[config.mk]
export PLATFORM = sky130hd
export DESIGN_NAME = bus_cond_detect
export DESIGN_NICKNAME = d
export VERILOG_FILES = /design/src/rtl/bcd_pkg.sv /design/src/rtl/cond_sync.sv /design/src/rtl/cond_classify.sv /design/src/rtl/cond_status.sv /design/src/rtl/bus_cond_detect.sv
export SDC_FILE = /design/constraint.sdc
export NUM_CORES = 1
export LEC_CHECK = 0
export ABC_AREA = 0
export BUFFER_PORTS_ARGS = -buffer_cell sky130_fd_sc_hd__buf_2
export CAP_MARGIN = 20
export CELL_PAD_IN_SITES_DETAIL_PLACEMENT = 0
export CELL_PAD_IN_SITES_GLOBAL_PLACEMENT = 1
export CORE_AREA = 2 2 39 41
export CTS_CLUSTER_SIZE = 10
export DETAILED_ROUTE_END_ITERATION = 8
export DIE_AREA = 0 0 41 43
export PLACE_DENSITY = 0.69
export SKIP_LAST_GASP = 1
export SLEW_MARGIN = 25
export SYNTH_ARGS = -nofsm -noshare
export SYNTH_HDL_FRONTEND = slang
export SYNTH_SLANG_ARGS = --single-unit
[constraint.sdc]
create_clock -name clk -period 1.2 [get_ports clk]
set_input_delay 0.24 -clock clk [delete_from_list [all_inputs] [get_ports clk]]
set_output_delay 0.24 -clock clk [all_outputs]
set_load 0.01 [all_outputs]
[src/rtl/bcd_pkg.sv]
package bcd_pkg;
  typedef enum logic [1:0] {
    EV_NONE  = 2'd0,
    EV_START = 2'd1,
    EV_STOP  = 2'd2
  } bus_ev_e;

  // Level a released open-drain line rests at.
  localparam logic LINE_REST = 1'b1;
endpackage

[src/rtl/cond_sync.sv]
module cond_sync #(
  parameter int STAGES = 2,
  parameter int WIDTH  = 2
) (
  input  logic             clk,
  input  logic             rst_n,
  input  logic [WIDTH-1:0] d_raw,
  output logic [WIDTH-1:0] q_sync
);
  import bcd_pkg::*;
  localparam int LAST = STAGES - 1;

  logic [WIDTH-1:0] stg [STAGES];

  for (genvar g = 0; g < STAGES; g++) begin : g_stage
    if (g == 0) begin : g_first
      always_ff @(posedge clk or negedge rst_n) begin
        if (!rst_n) stg[0] <= {WIDTH{LINE_REST}};
        else        stg[0] <= d_raw;
      end
    end else begin : g_rest
      always_ff @(posedge clk or negedge rst_n) begin
        if (!rst_n) stg[g] <= {WIDTH{LINE_REST}};
        else        stg[g] <= stg[g-1];
      end
    end
  end

  assign q_sync = stg[LAST];
endmodule

[src/rtl/cond_classify.sv]
module cond_classify (
  input  logic clk,
  input  logic rst_n,
  input  logic scl_s,
  input  logic sda_s,
  output logic start_o,
  output logic stop_o
);
  import bcd_pkg::*;

  logic    scl_p, sda_p;
  bus_ev_e ev_nxt, ev_q;

  always_comb begin
    ev_nxt = EV_NONE;
    if (scl_p && scl_s) begin
      if (sda_p && !sda_s)      ev_nxt = EV_START;
      else if (!sda_p && sda_s) ev_nxt = EV_STOP;
    end
  end

  always_ff @(posedge clk or negedge rst_n) begin
    if (!rst_n) begin
      scl_p <= LINE_REST;
      sda_p <= LINE_REST;
      ev_q  <= EV_NONE;
    end else begin
      scl_p <= scl_s;
      sda_p <= sda_s;
      ev_q  <= ev_nxt;
    end
  end

  assign start_o = (ev_q == EV_START);
  assign stop_o  = (ev_q == EV_STOP);


  start_once_chk: assert property (@(posedge clk) disable iff (!rst_n)
    start_o |=> !start_o);

  stop_once_chk: assert property (@(posedge clk) disable iff (!rst_n)
    stop_o |=> !stop_o);

  start_scl_high_chk: assert property (@(posedge clk) disable iff (!rst_n)
    start_o |-> $past(scl_s));
endmodule

[src/rtl/cond_status.sv]
module cond_status (
  input  logic clk,
  input  logic rst_n,
  input  logic start_i,
  input  logic stop_i,
  input  logic irq_en_i,
  output logic seen_start_o,
  output logic seen_stop_o,
  output logic rep_start_o,
  output logic irq_o
);
  logic ss_q, sp_q, rep_q, irq_q;
  logic ss_n, sp_n, rep_n, irq_n;

  always_comb begin
    ss_n  = ss_q;
    sp_n  = sp_q;
    if (start_i) begin
      ss_n = 1'b1;
      sp_n = 1'b0;
    end else if (stop_i) begin
      ss_n = 1'b0;
      sp_n = 1'b1;
    end
    rep_n = start_i && ss_q;
    irq_n = irq_en_i && (start_i || stop_i);
  end

  always_ff @(posedge clk or negedge rst_n) begin
    if (!rst_n) begin
      ss_q  <= 1'b0;
      sp_q  <= 1'b0;
      rep_q <= 1'b0;
      irq_q <= 1'b0;
    end else begin
      ss_q  <= ss_n;
      sp_q  <= sp_n;
      rep_q <= rep_n;
      irq_q <= irq_n;
    end
  end

  assign seen_start_o = ss_q;
  assign seen_stop_o  = sp_q;
  assign rep_start_o  = rep_q;
  assign irq_o        = irq_q;


  flags_excl_chk: assert property (@(posedge clk) disable iff (!rst_n)
    !(ss_q && sp_q));

  start_sets_chk: assert property (@(posedge clk) disable iff (!rst_n)
    start_i |=> (ss_q && !sp_q));

  stop_sets_chk: assert property (@(posedge clk) disable iff (!rst_n)
    stop_i |=> (sp_q && !ss_q));

  rep_after_start_chk: assert property (@(posedge clk) disable iff (!rst_n)
    rep_q |-> $past(start_i));

  irq_gated_chk: assert property (@(posedge clk) disable iff (!rst_n)
    !irq_en_i |=> !irq_q);
endmodule

[src/rtl/bus_cond_detect.sv]
module bus_cond_detect #(
  parameter int SYNC_STAGES = 2
) (
  input  logic clk,
  input  logic rst_n,
  input  logic scl_in,
  input  logic sda_in,
  input  logic irq_en,
  output logic start_pulse,
  output logic rx_clear,
  output logic rep_start,
  output logic seen_start,
  output logic seen_stop,
  output logic bus_idle,
  output logic evt_irq
);
  localparam int LINES = 2;

  logic [1:0]       rst_pipe;
  logic             rst_sn;
  logic [LINES-1:0] lines_s;

  // asynchronous assert, synchronous release
  always_ff @(posedge clk or negedge rst_n) begin
    if (!rst_n) rst_pipe <= 2'b00;
    else        rst_pipe <= {rst_pipe[0], 1'b1};
  end
  assign rst_sn = rst_pipe[1];

  cond_sync #(.STAGES(SYNC_STAGES), .WIDTH(LINES)) u_sync (
    .clk    (clk),
    .rst_n  (rst_sn),
    .d_raw  ({scl_in, sda_in}),
    .q_sync (lines_s)
  );

  cond_classify u_class (
    .clk     (clk),
    .rst_n   (rst_sn),
    .scl_s   (lines_s[1]),
    .sda_s   (lines_s[0]),
    .start_o (start_pulse),
    .stop_o  (rx_clear)
  );

  cond_status u_stat (
    .clk          (clk),
    .rst_n        (rst_sn),
    .start_i      (start_pulse),
    .stop_i       (rx_clear),
    .irq_en_i     (irq_en),
    .seen_start_o (seen_start),
    .seen_stop_o  (seen_stop),
    .rep_start_o  (rep_start),
    .irq_o        (evt_irq)
  );

  assign bus_idle = !seen_start;


  no_dual_event_chk: assert property (@(posedge clk) disable iff (!rst_sn)
    !(start_pulse && rx_clear));

  irq_follows_event_chk: assert property (@(posedge clk) disable iff (!rst_sn)
    evt_irq |-> $past(start_pulse || rx_clear));
endmodule

==> summary.md <==
| Metric | Value |
|---|---|
| Run status | complete, but fails checks |
| Failing checks | setup timing |
| Die height | 43 um |
| Clock Path Buffers | 2 |
| Fraction of met1 tracks used by global routing | 0.112 |
| Worst hold margin | 59.7 ps |
| Number of core rows | 14 |
| Number of flip-flops and latches in the synthesized netlist | 14 |
| Synth unique cells | 11 |
| Post-synthesis sequential area ratio | 0.765 |
| Final Cycle Share | 1.09 |
| Number of violations of the max-capacitance limit | 0 |
| Root cell of the clock tree | sky130_fd_sc_hd__clkbuf_4 |
| Commonest non-fill, non-tap cells in the layout | 9 x sky130_fd_sc_hd__buf_2, 8 x sky130_fd_sc_hd__dfrtp_1, 6 x sky130_fd_sc_hd__dfstp_2 |
| Max Transition Viols Final | 0 |
| Total clock sinks | 14 |
| Final Critical Period | 1310 ps |
| Register clock-pin slew on the reported worst setup and hold paths | 90 ps |
| Initial core utilization | 0.338 |
| Most common cell after layout, fill and taps aside | sky130_fd_sc_hd__buf_2 |
| Antenna violations before repair | 0 |
| Placer congestion estimate | 0.627 |
| Die Footprint | 1760 um2 |
| Worst-case clock skew | 5.76 ps |
| Routed wire length | 779 um |
| Global-route usage over all layers | 0.118 |
| Cell count after synthesis | 29 |
| RSZ-0062 raised after global routing | true |
| Type of element capturing the critical path | output pin |
| Worst setup SP type | flip-flop |
| Static Leakage | 0.318 nW |
| Antenna Violating Nets Remaining | 0 |
| Warnings, synthesis | 0 |
| Overflow left after global routing | 0 |
| Via count of the first global-routing pass | 314 |
| Largest fanout of any net on the critical path | 2 |
| I/O Buffers | 11 |
| Number of search-and-repair iterations in the first detailed-routing pass | 2 |
| Final Cell Area | 651 um2 |
| Net count after synthesis | 37 |
| Detailed Route Iter0 Violations | 1 |
| Busiest layer in global routing | met2 |
| VDD IR-drop max | 0.690 mV |
| Remaining routing DRC violations | 0 |
| H-tree level count | 1 |
| Setup slack after layout | -113 ps |
| Share of cells above drive strength 1 | 0.612 |
| Antenna diode instance count | 0 |
| Data arrival time of the critical path | 1070 ps |
| Layout Area Growth over Synthesis | 39.0% |
| Core occupancy in the finished layout | 0.470 |
| Mean area per synthesized cell | 16.1 um2 |
| Category of the most critical setup path | flip-flop to output pin |
| Clock tree from TritonCTS | built |
| Cell Area, Synth | 468 um2 |
| IO Count | 12 |
| CP required | 960 ps |
| Placed cell areas | 551 um2 |
| Average vias per placed instance | 4.25 |
| Post-place setup slack | 33.4 ps |
| Fin nets | 58 |
| Pin count of the biggest net entering global routing | 13 |
| Final setup violation count | 3 |
| First-pass GRT wire length | 1290 um |
| Hold Crit Class | input pin to flip-flop |
| P per Cell Area | 1420 nW/um2 |
| Total core area | 1380 um2 |
| Routed vias | 276 |
| X dimension of the die | 41 um |
| FMAX | 761 MHz |
| WL per Instance | 12.0 um |
| Clock insertion delay at the later pin of the skew report | 270 ps |
| Final hold vios | 0 |
| DP Wirelength | 539 um |
| Global routing met2 resource utilization | 0.194 |
| GR Layer Usage met3 | 0.0471 |
| Number of clock buffers inserted by TritonCTS | 3 |
critical path: stages (launching register included):
cell and delay [ps]:
sky130_fd_sc_hd__dfrtp_1 400, sky130_fd_sc_hd__buf_6 130, sky130_fd_sc_hd__ha_4 150, sky130_fd_sc_hd__buf_6 120
path summary, 6_finish.rpt:
check,start,endpoint,slack [ps],cells past startpoint
setup reg to reg,u_class.ev_q[0]$_DFF_PN0_,u_stat.seen_start_o$_DFFE_PN0P_,-90,5
hold / removal,sda_in,u_sync.stg[2]$_DFF_PN1_,60,1
min in group asynchronous,rst_pipe[1]$_DFF_PN0_,u_stat.seen_start_o$_DFFE_PN0P_,190,0
setup / recovery,u_class.ev_q[0]$_DFF_PN0_,start_pulse,-110,3
max in group asynchronous,rst_pipe[1]$_DFF_PN0_,u_sync.q_sync[1]$_DFF_PN1_,660,0
hold reg to reg,rst_pipe[1]$_DFF_PN0_,u_stat.seen_start_o$_DFFE_PN0P_,190,0
cells in the mapped netlist:
library cell	number	area, um2
sky130_fd_sc_hd__nand2_1	2	7.51
sky130_fd_sc_hd__o21ai_0	1	5.00
sky130_fd_sc_hd__nor3b_1	2	15.0
sky130_fd_sc_hd__and2b_2	1	8.76
sky130_fd_sc_hd__ha_1	3	37.5
sky130_fd_sc_hd__dfrtp_1	8	200
sky130_fd_sc_hd__conb_1	1	3.75
sky130_fd_sc_hd__dfstp_2	6	158
sky130_fd_sc_hd__inv_1	3	11.3
sky130_fd_sc_hd__and2_1	1	6.26
sky130_fd_sc_hd__mux2_4	1	15.0
per-stage QoR:
step / cells / TNS (ps) / power, mW
2_1_floorplan: 29 / 0 / 0.558
5_1_grt: 65 / -411 / 0.975
6_report: 65 / -266 / 0.923
4_1_cts: 64 / -205 / 0.938
3_3_place_gp: 57 / 0 / 0.585
3_5_place_dp: 57 / 0 / 0.590
layout make-up:
| cell class | count | area [um2] |
|---|---|---|
| multi-input combinational | 12 | 114 |
| fill | 126 | 733 |
| tap | 16 | 20.0 |
| sequential | 14 | 358 |
| timing repair buffer | 16 | 111 |
| inverter | 3 | 11.3 |
| clock buffer | 4 | 36.3 |
logic make-up (layout without fill, tap and decap cells):
family                   after synthesis  after routing  synth area share
multiplexers                           1              1            0.0321
AO/OA/AOI/OAI                          1              1            0.0107
buffers and inverters                  3             23            0.0241
other                                  1              1           0.00801
adder cells (fa/ha/maj)                3              3            0.0802
flip-flops                            14             14             0.765
AND/OR/NAND/NOR                        6              6            0.0802
power breakdown:
group / internal, mW / switching, mW
clock network: 0.184 / 0.147
registers: 0.506 / 0.0202
logic: 0.0366 / 0.0288
layer usage:
metal | routed length [um] | vias up
li1 | - | 129
met1 | 285 | 137
met2 | 447 | 10
met3 | 45 | 0
met4 | 0 | 0
met5 | 0 | -
timing repair:
action	CTS	global route
endpoints found under the hold margin	2	0
endpoints found under the setup margin	2	3
hold buffers	1	0
buffers inserted	2	1
resized for setup	6	1
pin swaps	1	1
registers in the layout, indices dropped and copies added, names as in the netlist, 2 cells and up:
name,flops
rst_pipe,2
u_class.ev_q,2
u_sync.q_sync,2
u_sync.stg,2
(Power assumes the default switching activity.)
